--- src/rtl/lcd_sync_pkg.sv ---
package lcd_sync_pkg;

    // Width of every programmable timing field
    parameter int unsigned LCD_FW = 10;
    // Counter width: holds the sum of four fields plus one
    localparam int unsigned LCD_CW = LCD_FW + 2;
    localparam int unsigned LCD_AW = 4;

    typedef enum logic [LCD_AW-1:0] {
        FLD_VFP  = 4'd0,
        FLD_VBP  = 4'd1,
        FLD_VPW  = 4'd2,
        FLD_VDLY = 4'd3,
        FLD_HFP  = 4'd4,
        FLD_HBP  = 4'd5,
        FLD_HPW  = 4'd6,
        FLD_HACT = 4'd7,
        FLD_VACT = 4'd8
    } fld_addr_e;

    typedef struct packed {
        logic              stn;
        logic [LCD_FW-1:0] vfp;
        logic [LCD_FW-1:0] vbp;
        logic [LCD_FW-1:0] vpw;
        logic [LCD_FW-1:0] vdly;
        logic [LCD_FW-1:0] hfp;
        logic [LCD_FW-1:0] hbp;
        logic [LCD_FW-1:0] hpw;
        logic [LCD_FW-1:0] hact;
        logic [LCD_FW-1:0] vact;
    } lcd_cfg_t;

endpackage

--- src/rtl/lcd_cfg_regs.sv ---
module lcd_cfg_regs
    import lcd_sync_pkg::*;
(
    input  logic              clk,
    input  logic              rst_n,
    input  logic              wr_en,
    input  logic [LCD_AW-1:0] wr_addr,
    input  logic [LCD_FW-1:0] wr_data,
    input  logic              mode_stn,
    input  logic              load,
    output lcd_cfg_t          cfg_o
);

    typedef struct packed {
        lcd_cfg_t stage;
        lcd_cfg_t live;
    } regs_t;

    regs_t r_d, r_q;

    always_comb begin
        r_d = r_q;
        if (wr_en) begin
            case (wr_addr)
                FLD_VFP:  r_d.stage.vfp  = wr_data;
                FLD_VBP:  r_d.stage.vbp  = wr_data;
                FLD_VPW:  r_d.stage.vpw  = wr_data;
                FLD_VDLY: r_d.stage.vdly = wr_data;
                FLD_HFP:  r_d.stage.hfp  = wr_data;
                FLD_HBP:  r_d.stage.hbp  = wr_data;
                FLD_HPW:  r_d.stage.hpw  = wr_data;
                FLD_HACT: r_d.stage.hact = wr_data;
                FLD_VACT: r_d.stage.vact = wr_data;
                default:  ;
            endcase
        end
        if (load) begin
            r_d.live     = r_q.stage;
            r_d.live.stn = mode_stn;
            if (mode_stn) begin
                r_d.live.vfp  = '0;
                r_d.live.vbp  = '0;
                r_d.live.vpw  = '0;
                r_d.live.vdly = '0;
            end
        end
    end

    always_ff @(posedge clk) begin
        if (!rst_n) r_q <= '0;
        else        r_q <= r_d;
    end

    assign cfg_o = r_q.live;

    // live timing only changes after a frame boundary
    p_cfg_hold_r8: assert property (@(posedge clk) disable iff (!rst_n)
        !$past(load) |-> $stable(cfg_o))
        else $error("live timing changed mid-frame");

endmodule

--- src/rtl/lcd_frame_cnt.sv ---
module lcd_frame_cnt
    import lcd_sync_pkg::*;
(
    input  logic              clk,
    input  logic              rst_n,
    input  lcd_cfg_t          cfg,
    output logic [LCD_CW-1:0] h_o,
    output logic [LCD_CW-1:0] v_o,
    output logic              line_start_o,
    output logic              frame_end_o
);

    typedef struct packed {
        logic [LCD_CW-1:0] h;
        logic [LCD_CW-1:0] v;
    } cnt_t;

    cnt_t c_d, c_q;
    logic [LCD_CW-1:0] h_tot, v_tot;
    logic              line_end;

    always_comb begin
        h_tot    = LCD_CW'(cfg.hpw) + LCD_CW'(1) + LCD_CW'(cfg.hbp)
                 + LCD_CW'(cfg.hact) + LCD_CW'(cfg.hfp);
        v_tot    = LCD_CW'(cfg.vpw) + LCD_CW'(1) + LCD_CW'(cfg.vbp)
                 + LCD_CW'(cfg.vact) + LCD_CW'(cfg.vfp);
        line_end = (c_q.h == h_tot - LCD_CW'(1));
        c_d      = c_q;
        if (line_end) begin
            c_d.h = '0;
            c_d.v = (c_q.v == v_tot - LCD_CW'(1)) ? '0 : c_q.v + LCD_CW'(1);
        end else begin
            c_d.h = c_q.h + LCD_CW'(1);
        end
    end

    always_ff @(posedge clk) begin
        if (!rst_n) c_q <= '0;
        else        c_q <= c_d;
    end

    assign h_o          = c_q.h;
    assign v_o          = c_q.v;
    assign line_start_o = (c_q.h == '0);
    assign frame_end_o  = line_end && (c_q.v == v_tot - LCD_CW'(1));

    // pixel counter never leaves the programmed line
    p_h_range_r2: assert property (@(posedge clk) disable iff (!rst_n)
        h_o < h_tot)
        else $error("pixel counter beyond line length");

    // line counter never leaves the programmed frame
    p_v_range_r4: assert property (@(posedge clk) disable iff (!rst_n)
        v_o < v_tot)
        else $error("line counter beyond frame length");

endmodule

--- src/rtl/lcd_sync_decode.sv ---
module lcd_sync_decode
    import lcd_sync_pkg::*;
(
    input  lcd_cfg_t          cfg,
    input  logic [LCD_CW-1:0] h,
    input  logic [LCD_CW-1:0] v,
    output logic              hsync_o,
    output logic              vsync_o,
    output logic              de_o,
    output logic [LCD_CW-1:0] pix_x_o,
    output logic [LCD_CW-1:0] line_y_o
);

    logic [LCD_CW-1:0] vs_len, hs_beg, hs_len, x_beg, y_beg;
    logic              edge_line, in_x, in_y;

    always_comb begin
        vs_len    = LCD_CW'(cfg.vpw) + LCD_CW'(1);
        hs_len    = LCD_CW'(cfg.hpw) + LCD_CW'(1);
        edge_line = (v == '0) || (v == vs_len);
        hs_beg    = edge_line ? LCD_CW'(cfg.vdly) + LCD_CW'(1) : '0;
        x_beg     = hs_len + LCD_CW'(cfg.hbp);
        y_beg     = vs_len + LCD_CW'(cfg.vbp);
        in_x      = (h >= x_beg) && (h < x_beg + LCD_CW'(cfg.hact));
        in_y      = (v >= y_beg) && (v < y_beg + LCD_CW'(cfg.vact));
        vsync_o   = (v < vs_len);
        hsync_o   = (h >= hs_beg) && (h < hs_beg + hs_len);
        de_o      = in_x && in_y;
        pix_x_o   = de_o ? h - x_beg : '0;
        line_y_o  = de_o ? v - y_beg : '0;
    end

endmodule

--- src/rtl/lcd_sync_gen.sv ---
module lcd_sync_gen
    import lcd_sync_pkg::*;
(
    input  logic              clk,
    input  logic              rst_n,
    input  logic              mode_stn,
    input  logic              wr_en,
    input  logic [LCD_AW-1:0] wr_addr,
    input  logic [LCD_FW-1:0] wr_data,
    output logic              hsync_o,
    output logic              vsync_o,
    output logic              de_o,
    output logic [LCD_CW-1:0] pix_x_o,
    output logic [LCD_CW-1:0] line_y_o
);

    lcd_cfg_t          cfg;
    logic [LCD_CW-1:0] h_cnt, v_cnt;
    logic              line_start, frame_end;

    lcd_cfg_regs u_regs (
        .clk      (clk),
        .rst_n    (rst_n),
        .wr_en    (wr_en),
        .wr_addr  (wr_addr),
        .wr_data  (wr_data),
        .mode_stn (mode_stn),
        .load     (frame_end),
        .cfg_o    (cfg)
    );

    lcd_frame_cnt u_cnt (
        .clk          (clk),
        .rst_n        (rst_n),
        .cfg          (cfg),
        .h_o          (h_cnt),
        .v_o          (v_cnt),
        .line_start_o (line_start),
        .frame_end_o  (frame_end)
    );

    lcd_sync_decode u_dec (
        .cfg      (cfg),
        .h        (h_cnt),
        .v        (v_cnt),
        .hsync_o  (hsync_o),
        .vsync_o  (vsync_o),
        .de_o     (de_o),
        .pix_x_o  (pix_x_o),
        .line_y_o (line_y_o)
    );

    // vertical sync begins with a line
    p_vs_aligned_r3: assert property (@(posedge clk) disable iff (!rst_n)
        $rose(vsync_o) |-> line_start)
        else $error("vsync rose mid-line");

    // no enabled pixel inside the vertical sync
    p_de_vsync_r6: assert property (@(posedge clk) disable iff (!rst_n)
        de_o |-> !vsync_o)
        else $error("data enable during vsync");

    // active column stays below the active width
    p_pix_bound_r6: assert property (@(posedge clk) disable iff (!rst_n)
        de_o |-> (pix_x_o < LCD_CW'(cfg.hact)))
        else $error("column beyond active width");

endmodule

--- config.mk ---
export PLATFORM = sky130hd
export DESIGN_NAME = lcd_sync_gen
export DESIGN_NICKNAME = d
export VERILOG_FILES = /design/src/rtl/lcd_sync_pkg.sv /design/src/rtl/lcd_cfg_regs.sv /design/src/rtl/lcd_frame_cnt.sv /design/src/rtl/lcd_sync_decode.sv /design/src/rtl/lcd_sync_gen.sv
export SDC_FILE = /design/constraint.sdc
export NUM_CORES = 1
export LEC_CHECK = 0
export ABC_AREA = 1
export BUFFER_PORTS_ARGS = -buffer_cell sky130_fd_sc_hd__buf_2
export CAP_MARGIN = 15
export CORE_UTILIZATION = 50
export DETAILED_ROUTE_END_ITERATION = 12
export PLACE_DENSITY = 0.72
export REMOVE_ABC_BUFFERS = 1
export SYNTH_ARGS = -nofsm -noshare
export SYNTH_HDL_FRONTEND = slang
export SYNTH_SLANG_ARGS = --single-unit
--- constraint.sdc ---
create_clock -name clk -period 4.88 [get_ports clk]
set_input_delay 0.488 -clock clk [delete_from_list [all_inputs] [get_ports clk]]
set_output_delay 0.488 -clock clk [all_outputs]
set_load 0.1 [all_outputs]
==> results.toml <==
[run_status]
violations = "negative setup slack"
status = "complete, but fails checks"

[clock_network]
insertion_delay_ns = 0.56
cts_made_buffers = 23
cts_max_path_buffers = 3
cts_tree = "done"
htreeDepth = 1
clock-root-buffer = "clkbuf_16"
cts_sinks = 204
clk_pin_slew_ns = 0.06
cts_hold_buf = 0

[finish]
fin_nets = 2772
multi_input_area_sq_um = 11900
fin_area_sq_um = 22300
area_growth_pct = 48.4
seq_area_sq_um = 4110
diodes = 0
nFillCells = 1926
fin_util_pct = 75.4
final_common_cell = "nand2_1"
drive_gt1_share_pct = 35.1
final_cell_mix = "nand2_1 (376), buf_4 (275), inv_1 (268)"

[sta]
layout_min_cycle_time_ns = 6.48
worstMarginPinSlew_ns = 0.871
report.final.slew_viol_count = 0
setup_ws_ns = -1.60
finClkSkew_ns = 0.0317
rsz0062_at_grt = "true"
setup_viol = 140
slew_headroom_pct = 41.8
tns_ns = -164.90
period_share_pct = 133
hold_violations = 0
hold_slack_ns = 0.349
fmax_ghz = 0.154

[route]
drt-wirelength-per-cell_um = 20.8
routed_wl_um = 61600
dr.pass1.iters = 6
drt_iter0_markers = 1990
viasPerCell = 5.89
routed-via-count = 17500
drc_errors = 0
ant_nets = 0

[synth]
synth-seq-area-share_pct = 27.1
synth.top_cell.area_share_pct = 27.1
avgSynthCellArea_sq_um = 6.79
synth-main-ff-cell = "dfxtp_1"
synth_cell_types = 48
netlist_instances = 2216
ys_ff_latch = 204
synth_edf_count = 0
yosys.area.top_type = "dfxtp_1"
ys.warnings.count = 0
syn_area_sq_um = 15100
ys_top_cells_by_area = "dfxtp_1 (27%), ha_1 (15%), nand2_1 (13%)"
async_flop_share_pct = 0

[setup_path]
rrSetupSlack_ns = -1.25
cp.required_ns = 4.39
crit_buf_inv = 10
path_class = "register to primary output"
crit_path_top_delay_cell = "dfxtp_4"
cpMostUsedCell = "inv_2"
cp_max_fo = 7
startpoint_type = "register"
critPathCaptureType = "primary output"
crit_family = "compound AO/OA/AOI/OAI gates"
crit_arrival_ns = 5.99
critPathMaxStageDelay_ns = 0.36

[placed_design]
place_congestion = 0.987
io_buffers = 44
dp_hpwl_um = 33900
dpl_cell_area_sq_um = 17800

[global_route]
grt_pass1_wl_um = 75900
gr-total-overflow = 0
grt_pass1_vias = 15100
grt_max_degree = 140
antenna_found_initial = 0
grt_usage_pct = 30.6

[hold_path]
hold_class = "input port to register"

[die]
fp.coreArea_sq_um = 29600
die_x_um = 176
dieArea_sq_um = 30800
initial_core_util_pct = 50.8
die_h_um = 176
rows = 63
pin_count = 45

[flow_run]
cap_violations = 0
flip-flops by register name, summed over array words and instances (netlist names):
register,count
u_regs.cfg_o,90
u_cnt.h_o,12
u_regs.r_q,90
u_cnt.v_o,12
layout make-up:
type,count,area share [%]
multi-input cells,1635,53.1
clock inverters,6,0.308
clock buffers,30,2.87
inverters,308,5.29
repair buffers,395,17.9
flip-flops and latches,204,18.4
well taps,390,2.18
worst paths after layout:
check                         from               end  cells after the start
hold / removal          wr_data[8]    u_regs.r_q[99]                      3
setup reg to reg  u_regs.cfg_o[61]  u_regs.cfg_o[36]                     38
hold reg to reg    u_regs.r_q[112]  u_regs.cfg_o[21]                      2
setup / recovery  u_regs.cfg_o[61]       pix_x_o[11]                     33
cells by family after synthesis:
logic type / Yosys count / synth area share (%)
AOI/OAI and AO/OA: 286 / 10.3
xor gates and xnor gates: 100 / 6.09
adders and majority gates: 187 / 16.0
buffers and inverters: 377 / 10.1
DFF: 204 / 27.1
and+or+nand+nor: 1062 / 30.4
synth_stat cells, types with 5 or more instances:
library cell and n:
fa_1 9, nand2_1 514, nand3b_1 5, o21ai_0 121, clkinv_1 5, nor2_2 5
a31oi_1 6, clkbuf_1 40, and3_1 5, nor3_1 17, nand2_2 9, buf_2 8
nand3_1 113, nor4_1 6, o21bai_1 18, xor2_1 67, inv_1 298, nand3_2 5
or2_2 7, buf_1 7, nor2_1 289, a21oi_1 118, nand4_1 68, a21o_1 5
xnor2_1 30, buf_6 11, ha_1 178, inv_2 5, nor3b_1 5, dfxtp_1 204
tightest hold or removal path: cells and delay by family:
kind	cells	cell delay, ns
buffers and inverters	1	0.19
AND/OR/NAND/NOR	2	0.17
repair_timing:
action / 4_1_cts / 5_1_grt
gates resized for setup: 169 / 459
buffers inserted: 22 / 46
pin swaps: 46 / 188
gates cloned: 4 / 28
endpoints found under the hold margin: 0 / 0
setup endpoints to repair: 140 / 140
per-layer routing:
metal / up-vias / global-route usage [%] / routed length [um]
li1: 7829 / - / -
met3: 387 / 3.16 / 6300
met1: 8203 / 40.7 / 22300
met5: - / 0 / 0
met4: 0 / 10.6 / 4680
met2: 1068 / 51.4 / 28300
stage by stage:
step                std cells  worst slack, ns
floorplan                2147            -1.36
global placement         2839           -0.883
detailed placement       2839           -0.884
CTS                      2901            -1.12
global route             2968            -1.68
finish                   2968            -1.60
Power is not shown: default switching activity piles up to over one toggle a cycle in this logic, so the estimate is an artifact.
